$ cat src/rtl/mw_pkg.sv
`timescale 1ns/1ps
package mw_pkg;
    localparam int MW_AW      = 6;
    localparam int MW_DW      = 16;
    localparam int MW_FRAME_W = 26;
    localparam int MW_BYTES   = 2 * (1 << MW_AW);

    localparam logic [1:0] OPC_READ  = 2'b10;
    localparam logic [1:0] OPC_WRITE = 2'b01;
    localparam logic [1:0] OPC_CTRL  = 2'b00;

    localparam logic [4:0] LEN_CTRL  = 5'd9;
    localparam logic [4:0] LEN_WRITE = 5'd25;
    localparam logic [4:0] LEN_READ  = 5'd26;

    typedef enum logic [2:0] {
        E_IDLE, E_LO, E_HI, E_TAIL, E_DESEL, E_POLL
    } eng_st_e;

    typedef enum logic [2:0] {
        S_IDLE, S_UNLOCK, S_FETCH, S_STORE, S_WAIT, S_LOCK
    } seq_st_e;

    function automatic logic [MW_FRAME_W-1:0] frm_read(input logic [MW_AW-1:0] a);
        return {1'b1, OPC_READ, a, 17'b0};
    endfunction

    function automatic logic [MW_FRAME_W-1:0] frm_write(input logic [MW_AW-1:0] a,
                                                        input logic [MW_DW-1:0] w);
        return {1'b1, OPC_WRITE, a, w, 1'b0};
    endfunction

    function automatic logic [MW_FRAME_W-1:0] frm_ctrl(input logic unlock);
        return {1'b1, OPC_CTRL, {2{unlock}}, 4'b0, 17'b0};
    endfunction
endpackage

$ cat src/rtl/mw_span_chk.sv
`timescale 1ns/1ps
module mw_span_chk
    import mw_pkg::*;
(
    input  logic [7:0] offset,
    input  logic [7:0] count,
    output logic       ok
);
    localparam logic [8:0] LIMIT = 9'(MW_BYTES);
    logic [8:0] span_end;

    always_comb begin
        span_end = {1'b0, offset} + {1'b0, count};
        ok       = ({1'b0, offset} < LIMIT) && (span_end <= LIMIT);
    end
endmodule

$ cat src/rtl/mw_frame_eng.sv
`timescale 1ns/1ps
module mw_frame_eng
    import mw_pkg::*;
#(
    parameter int DIV        = 4,
    parameter int POLL_LIMIT = 50000
) (
    input  logic                  clk,
    input  logic                  rst_n,
    input  logic                  go,
    input  logic                  poll,
    input  logic [4:0]            nbits,
    input  logic [MW_FRAME_W-1:0] tx,
    input  logic                  miso,
    output logic                  cs,
    output logic                  sck,
    output logic                  mosi,
    output logic                  fin,
    output logic                  tmo,
    output logic [MW_DW-1:0]      rx
);
    localparam int CW = (DIV > 1) ? $clog2(DIV) : 1;
    localparam int TW = $clog2(POLL_LIMIT + 1);
    localparam logic [CW-1:0] CNT_LAST = CW'(DIV - 1);
    localparam logic [TW-1:0] T_LAST   = TW'(POLL_LIMIT - 1);

    typedef struct packed {
        eng_st_e               st;
        logic                  cs;
        logic                  sck;
        logic                  mosi;
        logic                  fin;
        logic                  tmo;
        logic [MW_FRAME_W-1:0] sh;
        logic [4:0]            left;
        logic [CW-1:0]         cnt;
        logic [TW-1:0]         tcnt;
        logic [MW_DW-1:0]      rx;
    } eng_t;

    eng_t eng_q, eng_d;
    logic tick;

    always_comb begin
        eng_d     = eng_q;
        eng_d.fin = 1'b0;
        tick      = (eng_q.cnt == CNT_LAST);
        case (eng_q.st)
            E_IDLE: begin
                if (go) begin
                    eng_d.tmo = 1'b0;
                    eng_d.cs  = 1'b1;
                    eng_d.cnt = '0;
                    if (poll) begin
                        eng_d.tcnt = '0;
                        eng_d.st   = E_POLL;
                    end else begin
                        eng_d.sh   = tx;
                        eng_d.mosi = tx[MW_FRAME_W-1];
                        eng_d.left = nbits;
                        eng_d.rx   = '0;
                        eng_d.st   = E_LO;
                    end
                end
            end
            E_LO: begin
                if (tick) begin
                    eng_d.cnt = '0;
                    eng_d.sck = 1'b1;
                    eng_d.rx  = {eng_q.rx[MW_DW-2:0], miso};
                    eng_d.st  = E_HI;
                end else begin
                    eng_d.cnt = eng_q.cnt + 1'b1;
                end
            end
            E_HI: begin
                if (tick) begin
                    eng_d.cnt = '0;
                    eng_d.sck = 1'b0;
                    if (eng_q.left == 5'd1) begin
                        eng_d.mosi = 1'b0;
                        eng_d.st   = E_TAIL;
                    end else begin
                        eng_d.sh   = eng_q.sh << 1;
                        eng_d.mosi = eng_q.sh[MW_FRAME_W-2];
                        eng_d.left = eng_q.left - 5'd1;
                        eng_d.st   = E_LO;
                    end
                end else begin
                    eng_d.cnt = eng_q.cnt + 1'b1;
                end
            end
            E_TAIL: begin
                if (tick) begin
                    eng_d.cnt = '0;
                    eng_d.cs  = 1'b0;
                    eng_d.st  = E_DESEL;
                end else begin
                    eng_d.cnt = eng_q.cnt + 1'b1;
                end
            end
            E_DESEL: begin
                if (tick) begin
                    eng_d.cnt = '0;
                    eng_d.fin = 1'b1;
                    eng_d.st  = E_IDLE;
                end else begin
                    eng_d.cnt = eng_q.cnt + 1'b1;
                end
            end
            E_POLL: begin
                if (miso) begin
                    eng_d.st = E_TAIL;
                end else if (eng_q.tcnt == T_LAST) begin
                    eng_d.tmo = 1'b1;
                    eng_d.st  = E_TAIL;
                end else begin
                    eng_d.tcnt = eng_q.tcnt + 1'b1;
                end
            end
            default: eng_d = '0;
        endcase
    end

    always_ff @(posedge clk) begin
        if (!rst_n) eng_q <= '0;
        else        eng_q <= eng_d;
    end

    assign cs   = eng_q.cs;
    assign sck  = eng_q.sck;
    assign mosi = eng_q.mosi;
    assign fin  = eng_q.fin;
    assign tmo  = eng_q.tmo;
    assign rx   = eng_q.rx;
endmodule

$ cat src/rtl/mw_byte_seq.sv
`timescale 1ns/1ps
module mw_byte_seq
    import mw_pkg::*;
(
    input  logic                  clk,
    input  logic                  rst_n,
    input  logic                  req,
    input  logic                  wr_sel,
    input  logic [7:0]            offset,
    input  logic [7:0]            count,
    input  logic [7:0]            wdata,
    input  logic                  span_ok,
    input  logic                  eng_fin,
    input  logic                  eng_tmo,
    input  logic [MW_DW-1:0]      eng_rx,
    output logic                  eng_go,
    output logic                  eng_poll,
    output logic [4:0]            eng_nbits,
    output logic [MW_FRAME_W-1:0] eng_tx,
    output logic [7:0]            byte_pos,
    output logic [7:0]            rdata,
    output logic                  rvalid,
    output logic                  done,
    output logic                  err,
    output logic                  at_rest
);
    typedef struct packed {
        seq_st_e               st;
        logic [7:0]            off;
        logic [7:0]            left;
        logic                  wr;
        logic                  err;
        logic                  done;
        logic                  rvalid;
        logic [7:0]            rdata;
        logic                  go;
        logic                  poll;
        logic [4:0]            nbits;
        logic [MW_FRAME_W-1:0] tx;
    } seq_t;

    seq_t seq_q, seq_d;
    logic [7:0]       nxt_off;
    logic [MW_DW-1:0] merged;

    always_comb begin
        seq_d        = seq_q;
        seq_d.go     = 1'b0;
        seq_d.poll   = 1'b0;
        seq_d.done   = 1'b0;
        seq_d.rvalid = 1'b0;
        nxt_off      = seq_q.off + 8'd1;
        merged       = seq_q.off[0] ? {wdata, eng_rx[7:0]} : {eng_rx[15:8], wdata};
        case (seq_q.st)
            S_IDLE: begin
                if (req) begin
                    seq_d.err  = 1'b0;
                    seq_d.off  = offset;
                    seq_d.left = count;
                    seq_d.wr   = wr_sel;
                    if (!span_ok) begin
                        seq_d.err  = 1'b1;
                        seq_d.done = 1'b1;
                    end else if (count == 8'd0) begin
                        seq_d.done = 1'b1;
                    end else if (wr_sel) begin
                        seq_d.go    = 1'b1;
                        seq_d.nbits = LEN_CTRL;
                        seq_d.tx    = frm_ctrl(1'b1);
                        seq_d.st    = S_UNLOCK;
                    end else begin
                        seq_d.go    = 1'b1;
                        seq_d.nbits = LEN_READ;
                        seq_d.tx    = frm_read(offset[MW_AW:1]);
                        seq_d.st    = S_FETCH;
                    end
                end
            end
            S_UNLOCK: begin
                if (eng_fin) begin
                    seq_d.go    = 1'b1;
                    seq_d.nbits = LEN_READ;
                    seq_d.tx    = frm_read(seq_q.off[MW_AW:1]);
                    seq_d.st    = S_FETCH;
                end
            end
            S_FETCH: begin
                if (eng_fin) begin
                    if (seq_q.wr) begin
                        seq_d.go    = 1'b1;
                        seq_d.nbits = LEN_WRITE;
                        seq_d.tx    = frm_write(seq_q.off[MW_AW:1], merged);
                        seq_d.st    = S_STORE;
                    end else begin
                        seq_d.rdata  = seq_q.off[0] ? eng_rx[15:8] : eng_rx[7:0];
                        seq_d.rvalid = 1'b1;
                        seq_d.left   = seq_q.left - 8'd1;
                        seq_d.off    = nxt_off;
                        if (seq_q.left == 8'd1) begin
                            seq_d.done = 1'b1;
                            seq_d.st   = S_IDLE;
                        end else begin
                            seq_d.go    = 1'b1;
                            seq_d.nbits = LEN_READ;
                            seq_d.tx    = frm_read(nxt_off[MW_AW:1]);
                        end
                    end
                end
            end
            S_STORE: begin
                if (eng_fin) begin
                    seq_d.go   = 1'b1;
                    seq_d.poll = 1'b1;
                    seq_d.st   = S_WAIT;
                end
            end
            S_WAIT: begin
                if (eng_fin) begin
                    seq_d.go = 1'b1;
                    if (eng_tmo || seq_q.left == 8'd1) begin
                        seq_d.err   = eng_tmo;
                        seq_d.nbits = LEN_CTRL;
                        seq_d.tx    = frm_ctrl(1'b0);
                        seq_d.st    = S_LOCK;
                    end else begin
                        seq_d.nbits = LEN_READ;
                        seq_d.tx    = frm_read(nxt_off[MW_AW:1]);
                        seq_d.st    = S_FETCH;
                    end
                    if (!eng_tmo) begin
                        seq_d.left = seq_q.left - 8'd1;
                        seq_d.off  = nxt_off;
                    end
                end
            end
            S_LOCK: begin
                if (eng_fin) begin
                    seq_d.done = 1'b1;
                    seq_d.st   = S_IDLE;
                end
            end
            default: seq_d = '0;
        endcase
    end

    always_ff @(posedge clk) begin
        if (!rst_n) seq_q <= '0;
        else        seq_q <= seq_d;
    end

    assign eng_go    = seq_q.go;
    assign eng_poll  = seq_q.poll;
    assign eng_nbits = seq_q.nbits;
    assign eng_tx    = seq_q.tx;
    assign byte_pos  = seq_q.off;
    assign rdata     = seq_q.rdata;
    assign rvalid    = seq_q.rvalid;
    assign done      = seq_q.done;
    assign err       = seq_q.err;
    assign at_rest   = (seq_q.st == S_IDLE);
endmodule

$ cat src/rtl/mw_eeprom_ctrl.sv
`timescale 1ns/1ps
module mw_eeprom_ctrl
    import mw_pkg::*;
#(
    parameter int DIV        = 4,
    parameter int POLL_LIMIT = 50000
) (
    input  logic       clk,
    input  logic       rst_n,
    input  logic       req,
    input  logic       wr_sel,
    input  logic [7:0] offset,
    input  logic [7:0] count,
    input  logic [7:0] wdata,
    output logic [7:0] byte_pos,
    output logic [7:0] rdata,
    output logic       rvalid,
    output logic       done,
    output logic       err,
    output logic       cs,
    output logic       sck,
    output logic       mosi,
    input  logic       miso
);
    logic                  span_ok;
    logic                  eng_go, eng_poll, eng_fin, eng_tmo;
    logic [4:0]            eng_nbits;
    logic [MW_FRAME_W-1:0] eng_tx;
    logic [MW_DW-1:0]      eng_rx;
    logic                  at_rest;

    mw_span_chk u_span (
        .offset (offset),
        .count  (count),
        .ok     (span_ok)
    );

    mw_byte_seq u_seq (
        .clk       (clk),
        .rst_n     (rst_n),
        .req       (req),
        .wr_sel    (wr_sel),
        .offset    (offset),
        .count     (count),
        .wdata     (wdata),
        .span_ok   (span_ok),
        .eng_fin   (eng_fin),
        .eng_tmo   (eng_tmo),
        .eng_rx    (eng_rx),
        .eng_go    (eng_go),
        .eng_poll  (eng_poll),
        .eng_nbits (eng_nbits),
        .eng_tx    (eng_tx),
        .byte_pos  (byte_pos),
        .rdata     (rdata),
        .rvalid    (rvalid),
        .done      (done),
        .err       (err),
        .at_rest   (at_rest)
    );

    mw_frame_eng #(
        .DIV        (DIV),
        .POLL_LIMIT (POLL_LIMIT)
    ) u_eng (
        .clk   (clk),
        .rst_n (rst_n),
        .go    (eng_go),
        .poll  (eng_poll),
        .nbits (eng_nbits),
        .tx    (eng_tx),
        .miso  (miso),
        .cs    (cs),
        .sck   (sck),
        .mosi  (mosi),
        .fin   (eng_fin),
        .tmo   (eng_tmo),
        .rx    (eng_rx)
    );
endmodule

$ cat config.mk
export PLATFORM = sky130hd
export DESIGN_NAME = mw_eeprom_ctrl
export DESIGN_NICKNAME = d
export VERILOG_FILES = /design/src/rtl/mw_pkg.sv /design/src/rtl/mw_span_chk.sv /design/src/rtl/mw_frame_eng.sv /design/src/rtl/mw_byte_seq.sv /design/src/rtl/mw_eeprom_ctrl.sv
export SDC_FILE = /design/constraint.sdc
export NUM_CORES = 1
export LEC_CHECK = 0
export ABC_AREA = 1
export ABC_CLOCK_PERIOD_IN_PS = 2300
export BUFFER_PORTS_ARGS = -buffer_cell sky130_fd_sc_hd__buf_2
export CORE_MARGIN = 2
export CORE_UTILIZATION = 45
export DETAILED_ROUTE_END_ITERATION = 12
export GPL_ROUTABILITY_DRIVEN = 0
export PLACE_DENSITY = 0.62
export SLEW_MARGIN = 15
export SYNTH_ARGS = -nofsm -noshare
export SYNTH_HDL_FRONTEND = slang
export SYNTH_SLANG_ARGS = --single-unit
$ cat constraint.sdc
create_clock -name clk -period 2.3 [get_ports clk]
set_input_delay 0 -clock clk [delete_from_list [all_inputs] [get_ports clk]]
set_output_delay 0 -clock clk [all_outputs]
set_load 0.03 [all_outputs]
==> results.cfg, run 1 <==
[detailed_routing]
ant_nets = 0
wirelength_mm = 18.0
wl_per_cell_um = 14.2
dr_wl_met3_um = 699
dr_wl_met2_mm = 7.97
drt-met1-wl_mm = 9.02
drtIter0Drc = 455
drtPass1Iterations = 7
post-route-drc-count = 0
num_vias = 6743
routed.top_layer = met4
viasPerCell = 5.31

[finish]
syn_to_final_growth_pct = 17.8
nets = 1115
insertedDiodeCount = 0
final_cells = 1271
drive_above_1_share = 0.141

[synthesis]
ys_ff_latch = 131
synthMostInstantiatedCell = nand2_1
synth_common_cells = 248 x nand2_1, 131 x dfxtp_1, 114 x a21oi_1, 95 x nand3_1, 68 x inv_1
synth_edf_count = 0
synth_area_leader_cell = dfxtp_1
yosys-top-cells-area = dfxtp_1 37%, nand2_1 13%, a21oi_1 8.1%
synth_top_area_share = 0.373
syn_area_per_cell_um2 = 6.97
synthFlopType = dfxtp_1
synthCells = 1007
yosysWarnings = 0
async_flop_share = 0
synth_area_mm2 = 0.00702
ys_types = 51
syn_nets = 1052
seq_area_frac_synth = 0.373

[critical_path]
critPathMaxFanout = 27
required_ps = 2600
endpoint_kind = register
cpPeakStageDelay_ps = 550
cp_common_cell = nand2_1
startpoint = offset[3]
cp_top_family = simple AND/OR/NAND/NOR gates
crit_slowest_cell = dlygate4sd3_1
path_cells = dlygate4sd3_1 -> buf_2 -> ha_1 -> or2_1 -> nand3_1 -> nand2_1 -> nand2_1 -> nand2_1 -> a21oi_2 -> nand3_2 -> nand2_2 -> nand2_2 -> buf_12 -> nand2_1 -> a21oi_2
crit_arrival_ps = 2420
critPathKind = in -> reg
cp-start-kind = input pin
crit_buf_inv = 3
r2r_setup_slack_ps = 250
reg2reg_from = u_seq.seq_q[63]

[global_route]
first_global_vias = 6189
antenna_found_initial = 0
grt_use_total = 0.225
grt_pass1_wl_mm = 30.2
gr-total-overflow = 0
grt_max_degree = 37

[placement]
placed_cells = 1215
port_buffers = 50
post-dp-hpwl_mm = 12.6

[power_and_ir_drop]
p_per_area_mw_per_mm2 = 895
ir_drop_mv = 0.683
static-leakage-power_nw = 3.20
finalPower_mw = 7.40

[floorplan]
die-area_mm2 = 0.0166
row_count = 45
die_y_um = 129
initial_core_util = 0.462
ios = 51
die_width_um = 129
core_mm2 = 0.0152

[timing]
relSlewSlack = 0.565
report.final.slew_viol_count = 0
tightest_slew_ps = 652
fmax_mhz = 472
fin_crit_sh = 0.920
skew_ps = 8.83
finalHoldViolCount = 0
setup_viol = 0
fin_crit_ps = 2120

[cts]
cts_max_level = 4
cts-root-buf = clkbuf_16
clk_latency_ps = 420
clk_pin_slew_worst_paths_ps = 60
cts_tree = built
cts_buffer_depth = 2
cts_num_sinks = 131
numCtsBuffers = 17
cts_setup_buffers = 0

[hold_path]
min_from = offset[0]
timing.hold.worst.class = in -> reg

[run_status]
status = finished, final reports clean

[job]
cap_violations = 0
-- worst min-delay path, stage by stage --
cell	delay, ps
buf_2	100
buf_4	110
a221oi_1	60
a211oi_1	150
-- final cells by class --
class                           count  area (um^2)
Sequential cell                   131         2620
Timing Repair Buffer              105          761
Multi-Input combinational cell    734         3790
Fill cell                        1508         6930
Clock inverter                     10         82.6
Inverter                           81          304
Clock buffer                       22          474
Tap cell                          188          235
-- cells in the final DEF, fill, tap and decap left out, types with 4 or more instances in the layout --
cell type / instances
clkinv_2: 6
dlygate4sd3_1: 24
nor3_1: 12
a221oi_1: 7
nand4_1: 10
nor2_1: 55
o21ai_1: 26
mux2i_1: 7
nor4_1: 5
clkbuf_16: 17
buf_4: 28
a211oi_1: 8
nand2_1: 247
nand3_1: 94
a31oi_1: 29
a21oi_1: 112
xor2_1: 10
a22oi_1: 4
dfxtp_1: 131
inv_1: 67
buf_2: 50
inv_2: 13
o21ai_0: 40
or2_2: 5
nor2_2: 6
ha_1: 15
o211ai_1: 5
-- final timing paths --
kind / endpoint / cells past startpoint
min: u_seq.byte_pos[0] / 4
max: u_seq.eng_tx[8] / 15
min reg2reg: u_seq.eng_tx[5] / 2
max reg2reg: u_seq.eng_tx[22] / 11
-- registers in the layout (all words and copies together), names as in the netlist --
| name | count |
|---|---|
| u_eng.mosi | 1 |
| u_seq.rvalid | 1 |
| u_seq.byte_pos | 8 |
| u_eng.tmo | 1 |
| u_seq.rdata | 8 |
| u_seq.done | 1 |
| u_eng.eng_q | 50 |
| u_eng.rx | 16 |
| u_seq.eng_tx | 23 |
| u_seq.err | 1 |
| u_seq.eng_nbits | 4 |
| u_seq.seq_q | 12 |
| u_eng.sck | 1 |
| u_seq.eng_go | 1 |
| u_eng.fin | 1 |
| u_eng.cs | 1 |
| u_seq.eng_poll | 1 |
-- routing by layer --
layer / vias to the layer above / track usage
met4: 0 / 0.0742
met2: 132 / 0.345
li1: 3537 / -
met1: 3052 / 0.319
met5: - / 0
met3: 22 / 0.0445
-- where the power goes --
| part | total [mW] | leakage, nW | switching (mW) | internal (mW) |
|---|---|---|---|---|
| clock | 2.54 | 0.271 | 0.982 | 1.56 |
| combinational | 2.20 | 1.86 | 1.46 | 0.742 |
| sequential | 2.66 | 1.07 | 0.164 | 2.50 |
-- logic make-up (layout without fill, tap and decap cells) --
group | Yosys count | after routing | share of synthesized area
DFF | 131 | 131 | 0.373
AOI/OAI and AO/OA | 247 | 247 | 0.200
and+or+nand+nor | 452 | 452 | 0.283
muxes | 7 | 7 | 0.00998
xor gates and xnor gates | 12 | 12 | 0.0150
buffers and inverters | 142 | 218 | 0.0887
adders and majority gates | 16 | 16 | 0.0296
-- timing repair --
| action | CTS | global route |
|---|---|---|
| hold endpoints to repair | 37 | 0 |
| setup endpoints to repair | 0 | 30 |
| hold buffers | 24 | 0 |
| gates resized for setup | 0 | 4 |
-- stage by stage --
step	hold WS (ps)	utilization	TNS (ps)	setup slack [ps]	area, um^2
floorplan	144	-	0	272	7020
global placement	304	0.491	0	15.3	7460
CTS	30.0	0.543	0	106	8260
finish	45.5	0.544	0	183	8270
global route	86.9	0.544	-20.6	-12.9	8270
detailed placement	300	0.491	-13.5	-10.2	7460
Power figures use the tool's default switching activity.
==> run 2: changes to the inputs <==
Settings changed: CORE_UTILIZATION 45 to 61, PLACE_DENSITY 0.62 to 0.81.
==> run 2 against run 1 <==
- power increased by 3.3%
- combinational power hardly changed
- utilization is 18 points higher
- sequential share of layout area increased by 0.17 points
- highest routed layer unchanged
- worst setup slack got worse by 5.0 ps
- worst hold slack got worse by 22 ps
- clock power up 9.4%
- register-to-register slack lost 70 ps
- critical endpoint is now u_eng.eng_q[55]
==> results.cfg, run 2 (same netlist as run 1, synthesis figures left out) <==
[global_route]
met3_usage = 0.0645
grt_max_degree = 52
first_global_vias = 6283
grt.busiest_layer = met2
gr-usage-met2 = 0.452
antenna_found_initial = 0
grtUsageMet1 = 0.385
grt_pass1_wl_mm = 29.4
grt_use_total = 0.287
gr-total-overflow = 0

[cts]
numCtsBuffers = 17
cts_buffer_depth = 2
cts-root-buf = clkbuf_16
cts_tree = built
cts_max_level = 4
clk_latency_ps = 420
cts_num_sinks = 131
clk_pin_slew_worst_paths_ps = 50

[floorplan]
die_width_um = 111
core_mm2 = 0.0113
ios = 51
die-area_mm2 = 0.0124
die_y_um = 111
initial_core_util = 0.620
row_count = 39

[finish]
final_common_cell = nand2_1
fillers = 929
regMostFlops = u_eng.eng_q
syn_to_final_growth_pct = 17.2
drive_above_1_share = 0.137
final_cell_area_mm2 = 0.00823
final_cells = 1216
nets = 1108
insertedDiodeCount = 0
final_cell_mix = 247 x nand2_1, 130 x dfxtp_1, 113 x a21oi_1, 94 x nand3_1, 67 x inv_1
largest_reg_flops = 50

[placement]
post-dp-hpwl_mm = 11.8
post-place-ws_ps = -18.5
placed_cells = 1164
port_buffers = 50
placed_area_mm2 = 0.00736

[detailed_routing]
drtPass1Iterations = 5
wirelength_mm = 17.6
ant_nets = 0
drtIter0Drc = 611
wl_per_cell_um = 14.4
post-route-drc-count = 0
num_vias = 6935
viasPerCell = 5.70

[critical_path]
cpPeakStageDelay_ps = 440
path_cells = inv_1 -> nand3_1 -> nand2_1 -> nor4_4 -> nand3_4 -> inv_2 -> buf_12 -> o21ai_1 -> a31oi_1
crit_slowest_cell = nor4_4
required_ps = 2640
critPathKind = reg -> reg
critPathMaxFanout = 51
r2r_setup_slack_ps = 180
endpoint_kind = register
crit_arrival_ps = 2460
cp-start-kind = register

[hold_path]
timing.hold.worst.class = in -> reg

[timing]
finalHoldViolCount = 0
fin_crit_sh = 0.923
rsz0062_at_grt = no
report.final.slew_viol_count = 0
skew_ps = 6.50
fmax_mhz = 471
setup_viol = 0
relSlewSlack = 0.583
tightest_slew_ps = 625
setup_ws_ps = 178
fin_crit_ps = 2120

[power_and_ir_drop]
ir_drop_mv = 0.811
finalPower_mw = 7.64
static-leakage-power_nw = 3.20
p_per_area_mw_per_mm2 = 928

[job]
cap_violations = 0

[run_status]
status = finished, final reports clean
run 2: power breakdown:
part / leakage, nW / switching [mW] / total, mW / internal (mW)
registers: 1.07 / 0.162 / 2.66 / 2.50
clock network: 0.301 / 0.926 / 2.78 / 1.86
logic: 1.83 / 1.47 / 2.20 / 0.725
run 2: worst paths after layout:
| check | from | to | cells after the start |
|---|---|---|---|
| worst max-delay path | u_eng.eng_q[70] | u_eng.eng_q[55] | 9 |
| worst min-delay path | wdata[6] | u_seq.eng_tx[7] | 5 |
| worst max register to register | u_eng.eng_q[70] | u_eng.eng_q[55] | 9 |
| worst min register to register | u_seq.eng_tx[8] | u_seq.eng_tx[8] | 2 |
run 2: per-stage QoR:
step                      hold WS, ps  setup TNS (ps)  utilization
after floorplan                   144               0            -
after global placement            295               0        0.650
after detailed placement          309           -54.2        0.650
after CTS                        3.34               0        0.723
after global routing             35.2               0        0.727
final                            23.7               0        0.727
run 2: repair_timing:
action / CTS / global route
hold endpoints to repair: 29 / 0
buffers inserted: 0 / 1
setup endpoints to repair: 0 / 36
resized for setup: 0 / 7
hold buffers: 22 / 0
run 2: critical path, delay by kind of cell, from the launching register on:
family,cells,cell delay [ps]
AND/OR/NAND/NOR,4,900
buffers and inverters,3,430
flip-flops,1,410
AO/OA/AOI/OAI,2,290
run 2: area by class of cell:
class / instances / area, um^2 / area share
Multi-Input combinational cell: 734 / 3810 / 0.463
Sequential cell: 131 / 2620 / 0.319
Timing Repair Buffer: 98 / 703 / 0.0854
Clock buffer: 25 / 515 / 0.0626
Inverter: 81 / 304 / 0.0369
Tap cell: 143 / 179 / 0.0217
Clock inverter: 4 / 95.1 / 0.0116
run 2: metal layers:
metal	vias up	wire length, um	part of all wire
met3	41	853	0.049
met1	3184	8240	0.47
met4	0	408	0.023
met5	-	0	0
met2	183	8070	0.46
li1	3527	-	-
==> run 3: changes to the inputs <==
Settings changed: PLACE_DENSITY 0.81 to 0.82, SLEW_MARGIN 15 to not set.
==> run 3 against run 2 <==
- global-route usage up 0.056 points
- critical path depth is 7 higher
- non-clock buffer count down 2
- via count up 0.91%
- utilization is 0.15 points lower
- sequential power is essentially flat
- sequential share of layout area increased by 0.068 points
- die area did not move
- cell count is essentially flat
- first-iteration DRC count is 5.2% lower
- power decreased by 1.0%
==> results.cfg, run 3 (same netlist as run 1, synthesis figures left out) <==
[cts]
cts_buffer_depth = 2
cts-root-buf = clkbuf_16
cts_num_sinks = 131
cts_max_level = 4
clk_pin_slew_worst_paths_ps = 60
cts_setup_buffers = 0
numCtsBuffers = 17
clk_latency_ps = 420
cts_tree = built

[detailed_routing]
drtPass1Iterations = 5
drtIter0Drc = 579
wl_per_cell_um = 14.5
wirelength_mm = 17.7
ant_nets = 0
num_vias = 6998
post-route-drc-count = 0
viasPerCell = 5.75

[finish]
nets = 1106
final_common_cell = nand2_1
final_cell_mix = 247 x nand2_1, 130 x dfxtp_1, 113 x a21oi_1, 94 x nand3_1, 67 x inv_1
syn_to_final_growth_pct = 17.0
post-route-util = 0.726
regMostFlops = u_eng.eng_q
final_cells = 1217
drive_above_1_share = 0.138
largest_reg_flops = 50
insertedDiodeCount = 0

[timing]
report.final.slew_viol_count = 0
fin_crit_ps = 2140
relSlewSlack = 0.593
setup_viol = 0
fmax_mhz = 467
finalHoldViolCount = 0
tightest_slew_ps = 610
skew_ps = 9.35
fin_crit_sh = 0.932

[placement]
placed_cells = 1163
post-dp-hpwl_mm = 12.0
port_buffers = 50

[global_route]
grt_use_total = 0.288
grt_pass1_wl_mm = 29.6
grt_max_degree = 51
antenna_found_initial = 0
first_global_vias = 6384
gr-total-overflow = 0

[floorplan]
core_mm2 = 0.0113
initial_core_util = 0.620
die_width_um = 111
ios = 51
die-area_mm2 = 0.0124
die_y_um = 111
row_count = 39

[critical_path]
required_ps = 2640
reg2reg_depth = 8
endpoint_kind = register
cp_common_cell = nand2_1
path_cells = dlygate4sd3_1 -> buf_2 -> ha_1 -> nand2_1 -> inv_1 -> nand3_1 -> nand2_1 -> nand2_1 -> nand2_1 -> nand3_1 -> nand2_1 -> nand3_2 -> nand2_4 -> buf_4 -> nand3_1 -> a21oi_1
critPathKind = in -> reg
cp-start-kind = input pin
cpPeakStageDelay_ps = 560
critPathMaxFanout = 11
crit_slowest_cell = dlygate4sd3_1
crit_arrival_ps = 2490

[power_and_ir_drop]
static-leakage-power_nw = 3.18
finalPower_mw = 7.57
p_per_area_mw_per_mm2 = 921
ir_drop_mv = 1.26

[hold_path]
whs_path_depth = 5
timing.hold.worst.class = in -> reg

[job]
cap_violations = 0

[run_status]
status = finished, final reports clean
[run 3: cell count changes in the layout (fill, tap and decap cells not counted), moves of 2 or more]
cell        change
clkbuf_8        -3
clkinvlp_4      +2
clkinv_2        +4
buf_4           -3
[run 3: path summary, 6_finish.rpt]
path,slack (ps),start,to
max,160,offset[5],u_seq.eng_tx[17]
min,20,wdata[1],u_seq.eng_tx[2]
max reg2reg,160,u_seq.seq_q[62],u_seq.rdata[5]
min reg2reg,460,u_seq.eng_tx[2],u_seq.eng_tx[2]
[run 3: worst max-delay path: cells and delay by family]
kind                       cells  cell delay (ps)
buffers and inverters          4              970
and+or+nand+nor               10              950
adders and majority gates      1              380
AOI/OAI and AO/OA              1              190
[run 3: through the flow]
stage               hold slack (ps)  area (um^2)  setup WS [ps]  TNS [ps]
CTS                            5.72         8160           94.2         0
global placement                303         7340           27.2         0
global route                   34.2         8210          -21.8     -30.7
finish                         17.7         8210            157         0
detailed placement              305         7340          -7.26     -12.2
floorplan                       144         7020            272         0
[run 3: metal layers]
metal	track usage	vias to the layer above	routed length (um)
met3	0.0547	44	1040
met2	0.458	231	8250
met1	0.382	3200	7960
met4	0.130	0	448
li1	-	3523	-
met5	0	-	0
[run 3: report_power, final]
| part | leakage (nW) | switching [mW] | internal [mW] |
|---|---|---|---|
| sequential | 1.07 | 0.162 | 2.50 |
| combinational | 1.82 | 1.45 | 0.701 |
| clock | 0.296 | 0.975 | 1.78 |
| total | 3.18 | 2.58 | 4.98 |
[run 3: layout make-up]
class | count | area, um^2
sequential | 131 | 2620
clock inverter | 10 | 130
inverter | 81 | 304
tap | 143 | 179
timing repair buffer | 96 | 687
clock buffer | 22 | 474
multi-input combinational | 734 | 3820
fill | 910 | 3110
[run 3: repair_timing]
item                                   4_1_cts  5_1_grt
endpoints found under the hold margin       28        0
resized for setup                            0       11
setup endpoints to repair                    0       47
hold buffers                                22        0
